--- src/rtl/vla_pkg.sv ---
package vla_pkg;

    localparam int DW   = 8;
    localparam int GW   = 8;
    localparam int FRAC = 6;
    localparam int PW   = DW + GW + 2;
    localparam int QW   = PW - FRAC;
    localparam int SW   = QW + 1;
    localparam int MID  = 1 << (DW - 1);

    typedef enum logic {
        SEL_GAIN = 1'b0,
        SEL_OFS  = 1'b1
    } cfg_sel_e;

    typedef struct packed {
        logic                 valid;
        logic signed [QW-1:0] q;
        logic [DW-1:0]        ofs;
    } stage1_t;

    function automatic logic signed [DW:0] center(input logic [DW-1:0] x);
        return $signed({1'b0, x}) - $signed((DW + 1)'(MID));
    endfunction

    // product / 2^FRAC, integer part taken toward zero
    function automatic logic signed [QW-1:0] scale_trunc(input logic signed [PW-1:0] p);
        logic signed [PW-1:0] bias;
        logic signed [PW-1:0] adj;
        bias = p[PW-1] ? $signed(PW'((1 << FRAC) - 1)) : $signed(PW'(0));
        adj  = p + bias;
        adj  = adj >>> FRAC;
        return adj[QW-1:0];
    endfunction

    function automatic logic [DW-1:0] saturate(input logic signed [SW-1:0] s,
                                               input int lo, input int hi);
        if (s < $signed(SW'(lo)))
            return DW'(lo);
        else if (s > $signed(SW'(hi)))
            return DW'(hi);
        else
            return s[DW-1:0];
    endfunction

endpackage

--- src/rtl/vla_cfg_regs.sv ---
module vla_cfg_regs
    import vla_pkg::*;
#(
    parameter int GAIN_RST = 64,
    parameter int OFS_RST  = 128
) (
    input  logic          clk,
    input  logic          rst,
    input  logic          we,
    input  cfg_sel_e      sel,
    input  logic [DW-1:0] wdata,
    output logic [GW-1:0] gain_q,
    output logic [DW-1:0] ofs_q
);

    always_ff @(posedge clk) begin
        if (rst) begin
            gain_q <= GW'(GAIN_RST);
            ofs_q  <= DW'(OFS_RST);
        end else if (we) begin
            case (sel)
                SEL_GAIN: gain_q <= wdata[GW-1:0];
                SEL_OFS:  ofs_q  <= wdata;
                default:  ;
            endcase
        end
    end

endmodule

--- src/rtl/vla_scale_stage.sv ---
module vla_scale_stage
    import vla_pkg::*;
(
    input  logic          clk,
    input  logic          rst,
    input  logic          in_valid,
    input  logic [DW-1:0] in_sample,
    input  logic [GW-1:0] gain,
    input  logic [DW-1:0] ofs,
    output stage1_t       s1
);

    logic signed [DW:0]    centred;
    logic signed [PW-1:0]  gain_x;
    logic signed [PW-1:0]  samp_x;
    logic signed [PW-1:0]  prod;
    logic signed [QW-1:0]  q_next;

    always_comb begin
        centred = center(in_sample);
        gain_x  = $signed({{(PW - GW){1'b0}}, gain});
        samp_x  = $signed({{(PW - DW - 1){centred[DW]}}, centred});
        prod    = gain_x * samp_x;
        q_next  = scale_trunc(prod);
    end

    always_ff @(posedge clk) begin
        if (rst) begin
            s1 <= '0;
        end else begin
            s1.valid <= in_valid;
            if (in_valid) begin
                s1.q   <= q_next;
                s1.ofs <= ofs;   // offset travels with its sample
            end
        end
    end

endmodule

--- src/rtl/vla_clamp_stage.sv ---
module vla_clamp_stage
    import vla_pkg::*;
#(
    parameter int LO = 1,
    parameter int HI = 254
) (
    input  logic          clk,
    input  logic          rst,
    input  stage1_t       s1,
    output logic          out_valid,
    output logic [DW-1:0] out_sample
);

    logic signed [SW-1:0] sum;

    always_comb begin
        sum = $signed({{(SW - QW){s1.q[QW-1]}}, s1.q})
            + $signed({{(SW - DW){1'b0}}, s1.ofs});
    end

    always_ff @(posedge clk) begin
        if (rst) begin
            out_valid  <= 1'b0;
            out_sample <= DW'(LO);
        end else begin
            out_valid <= s1.valid;
            if (s1.valid)
                out_sample <= saturate(sum, LO, HI);
        end
    end

endmodule

--- src/rtl/vid_level_adj.sv ---
module vid_level_adj
    import vla_pkg::*;
#(
    parameter int GAIN_RST = 64,
    parameter int OFS_RST  = 128,
    parameter int CODE_LO  = 1,
    parameter int CODE_HI  = 254
) (
    input  logic       clk,
    input  logic       rst,
    input  logic       in_valid,
    input  logic [7:0] in_sample,
    input  logic       cfg_we,
    input  logic       cfg_sel,
    input  logic [7:0] cfg_wdata,
    output logic       out_valid,
    output logic [7:0] out_sample
);

    logic [GW-1:0] gain_q;
    logic [DW-1:0] ofs_q;
    stage1_t       s1;
    cfg_sel_e      sel_e;

    assign sel_e = cfg_sel_e'(cfg_sel);

    vla_cfg_regs #(
        .GAIN_RST(GAIN_RST),
        .OFS_RST (OFS_RST)
    ) u_regs (
        .clk   (clk),
        .rst   (rst),
        .we    (cfg_we),
        .sel   (sel_e),
        .wdata (cfg_wdata),
        .gain_q(gain_q),
        .ofs_q (ofs_q)
    );

    vla_scale_stage u_scale (
        .clk      (clk),
        .rst      (rst),
        .in_valid (in_valid),
        .in_sample(in_sample),
        .gain     (gain_q),
        .ofs      (ofs_q),
        .s1       (s1)
    );

    vla_clamp_stage #(
        .LO(CODE_LO),
        .HI(CODE_HI)
    ) u_clamp (
        .clk       (clk),
        .rst       (rst),
        .s1        (s1),
        .out_valid (out_valid),
        .out_sample(out_sample)
    );

endmodule

--- config.mk ---
export PLATFORM = sky130hd
export DESIGN_NAME = vid_level_adj
export DESIGN_NICKNAME = d
export VERILOG_FILES = /design/src/rtl/vla_pkg.sv /design/src/rtl/vla_cfg_regs.sv /design/src/rtl/vla_scale_stage.sv /design/src/rtl/vla_clamp_stage.sv /design/src/rtl/vid_level_adj.sv
export SDC_FILE = /design/constraint.sdc
export NUM_CORES = 1
export LEC_CHECK = 0
export BUFFER_PORTS_ARGS = -buffer_cell sky130_fd_sc_hd__clkbuf_2
export CAP_MARGIN = 20
export CORE_ASPECT_RATIO = 0.8
export CORE_MARGIN = 2
export CORE_UTILIZATION = 57
export CTS_CLUSTER_DIAMETER = 80
export DETAILED_ROUTE_END_ITERATION = 6
export PLACE_DENSITY = 0.88
export SETUP_SLACK_MARGIN = 0.3
export SYNTH_ARGS = -nofsm -noshare
export SYNTH_HDL_FRONTEND = slang
export SYNTH_SLANG_ARGS = --single-unit
--- constraint.sdc ---
create_clock -name clk -period 7.4 [get_ports clk]
set_clock_uncertainty 0.05 [all_clocks]
set_input_delay 0.74 -clock clk [delete_from_list [all_inputs] [get_ports clk]]
set_output_delay 0.74 -clock clk [all_outputs]
set_load 0.01 [all_outputs]
==> results.sh <==
export IMPL_track_usage=0.235
export IMPL_antenna_found_initial=0
export IMPL_synth_seq_cells=46
export IMPL_share_comb_of_total_power=0.525
export IMPL_synthMuxAreaShare=0.0165
export IMPL_rows=30
export IMPL_setup_viol=0
export IMPL_overflow=0
export IMPL_power_switching_uw=416
export IMPL_final_core_utilization=0.625
export IMPL_synth_adder_area_share=0.341
export IMPL_worst_pin_slew_ns=0.749
export IMPL_avgSynthCellArea_um2=8.47
export IMPL_gp_routability_congestion=0.835
export IMPL_synth_compound_area_frac=0.133
export IMPL_yosysWarnings=0
export IMPL_synthArstFlopShare=0
export IMPL_path_cells="clkbuf_2 -> or2_2 -> fa_1 -> fa_1 -> inv_1 -> fa_1 -> fa_1 -> inv_1 -> fa_1 -> inv_1 -> ha_2 -> o21ai_2 -> a21oi_1 -> and3_1 -> or3_1 -> and2_1 -> ha_1 -> inv_1 -> o21ai_2 -> o2111ai_2 -> nor3_4 -> nand4_4 -> or4_1 -> nand3_1"
export IMPL_crit_top_cell="fa_1"
export IMPL_layout_drive_gt1_share=0.0856
export IMPL_place_area_um2=5100
export IMPL_crit_fanout=7
export IMPL_via_per_inst=5.68
export IMPL_drcViolationCount=0
export IMPL_drt_wl_total_um=10300
export IMPL_firstDrtPassIters=6
export IMPL_drt_iter0_markers=265
export IMPL_portBuffers=29
export IMPL_cts_max_level=2
export IMPL_final_hold_violation_count=0
export IMPL_die_h_um=86.6
export IMPL_ant_nets=0
export IMPL_synth_flop_cell="dfxtp_1"
export IMPL_synth_simple_gate_area_share=0.211
export IMPL_grt_max_degree=41
export IMPL_p_int_uw=582
export IMPL_clkLatencyLatePin_ns=0.29
export IMPL_endpoint_kind="register"
export IMPL_p_leak_uw=0.00255
export IMPL_final_cell_count_no_fill=708
export IMPL_slowest_stage="fa_1"
export IMPL_dp_hpwl_um=8530
export IMPL_fmax_ghz=0.147
export IMPL_hp_class="register to register"
export IMPL_clock_sinks=46
export IMPL_cts_max_path_buffers=2
export IMPL_crit_path_max_incr_delay_ns=0.55
export IMPL_synth_xor_area_share=0.0396
export IMPL_synth_most_common_cell="inv_1"
export IMPL_rsz0062_at_grt="false"
export IMPL_crit_type="input port to register"
export IMPL_required_ns=7.58
export IMPL_initial_core_util=0.581
export IMPL_area_growth_pct=7.62
export IMPL_p_seq_frac=0.293
export IMPL_fin_crit_sh=0.920
export IMPL_diodes=0
export IMPL_synth_top_family_by_area="adder cells"
export IMPL_arrival_ns=6.99
export IMPL_synth_top_cell_area_share=0.189
export IMPL_yosysSeqAreaShare=0.189
export IMPL_core_area_um2=8370
export IMPL_layout_min_cycle_time_ns=6.81
export IMPL_switching_share=0.417
export IMPL_wl_per_cell_um=14.6
export IMPL_maxCapViolCount=0
export IMPL_synthTopCellsByArea="dfxtp_1 19%, fa_1 18%, ha_1 16%"
export IMPL_cts_tree="built"
export IMPL_worst_slew_margin_rel=0.501
export IMPL_pin_count=30
export IMPL_slew_viol_final=0
export IMPL_clkTransAtPathRegs_ns=0.08
export IMPL_syn_cell_area_um2=4860
export IMPL_synth_top_area_cell="dfxtp_1"
export IMPL_clockPowerShare=0.182
export IMPL_syn_inst=574
export IMPL_dp_cells=699
export IMPL_fin_area_um2=5230
export IMPL_irDropWorstVdd_mv=0.111
export IMPL_powerDensity_nw_per_um2=191
export IMPL_num_nets_final=722
export IMPL_status="complete, no violations"
export IMPL_num_vias=4021
export IMPL_grt_pass1_wl_um=17700
export IMPL_die_x_um=107
export IMPL_critPathLaunchType="input port"
export IMPL_numCtsBuffers=5
export IMPL_synth_nets=701
export IMPL_synth_edf_count=0
export IMPL_cts_root_buf="clkbuf_8"
export IMPL_synth_top_cells_by_count="70 x inv_1, 62 x ha_1, 62 x nand2_1, 46 x dfxtp_1, 44 x fa_1"
export IMPL_grt_pass1_vias=3920
export IMPL_die_area_um2=9280
export IMPL_synth_cell_type_count=52
stage by stage:
step	setup TNS (ns)	power [µW]	hold slack, ns	setup slack (ns)
after floorplan	0	683	0.385	0.346
after global placement	0	773	0.386	0.316
after detailed placement	-0.0581	802	0.401	-0.0325
after CTS	0	987	0.413	0.367
after global routing	0	1080	0.433	0.330
final	0	997	0.410	0.593
logic make-up (layout without fill, tap and decap cells):
kind of cell / count (synthesis) / after routing
xor+xnor: 22 / 22
simple gates: 203 / 203
mux: 8 / 8
buf+inv: 90 / 112
fa+ha+maj: 106 / 106
flops: 46 / 46
compound gates: 99 / 99
power groups by stage:
| stage | registers [µW] | logic [µW] | clock network [µW] |
|---|---|---|---|
| floorplan | 290 | 393 | 0 |
| global placement | 296 | 478 | 0 |
| detailed placement | 297 | 504 | 0 |
| CTS | 292 | 513 | 182 |
| global route | 294 | 594 | 195 |
| finish | 292 | 524 | 181 |
cell usage in the layout, fill, tap and decap left out, drive strengths merged, types with 12 or more instances in the layout:
cell,count
nand3,13
nor2,43
dfxtp,46
nand2,62
and2,34
xor2,12
o21ai,23
nor2b,13
fa,44
inv,70
clkbuf,36
ha,62
a211oi,13
a21oi,28
layer usage:
layer,wire length (µm),GRT usage
met4,188,0.0732
met3,600,0.0286
met5,0,0
met1,4580,0.315
met2,4980,0.399
state kept, by name (all words and copies together), names as in the netlist:
name	count
u_clamp.out_valid	1
u_clamp.out_sample	8
u_regs.gain_q	8
u_regs.ofs_q	8
u_scale.s1	21
worst max-delay path, delay by kind of cell:
| family | cells | cell delay, ns |
|---|---|---|
| and+or+nand+nor | 8 | 2.14 |
| buffers and inverters | 5 | 0.32 |
| adders and majority gates | 7 | 3.22 |
| AOI/OAI and AO/OA | 4 | 0.55 |
worst paths after layout:
check	start	endpoint	slack (ns)	depth (start not counted)
worst max-delay path	in_sample[7]	u_scale.s1[19]	0.59	24
worst min-delay path	u_clamp.out_sample[5]	u_clamp.out_sample[5]	0.41	2
worst max register to register	u_regs.gain_q[4]	u_scale.s1[19]	0.75	23
worst min register to register	u_clamp.out_sample[5]	u_clamp.out_sample[5]	0.41	2
repair_timing:
| item | 4_1_cts | 5_1_grt |
|---|---|---|
| buffers inserted | 1 | 0 |
| endpoints found under the setup margin | 2 | 7 |
| pin swaps | 1 | 1 |
| resized for setup | 1 | 5 |
| hold buffers | 0 | 0 |
area by class of cell:
| cell class | instances | area (µm²) |
|---|---|---|
| multi-input cells | 438 | 3620 |
| fillers | 667 | 3140 |
| flip-flops and latches | 46 | 921 |
| inverters | 70 | 263 |
| repair buffers | 34 | 183 |
| well taps | 112 | 140 |
| clock buffers | 7 | 76.3 |
| clock inverters | 1 | 30.0 |
No activity file was read; power rests on OpenSTA's default activity.
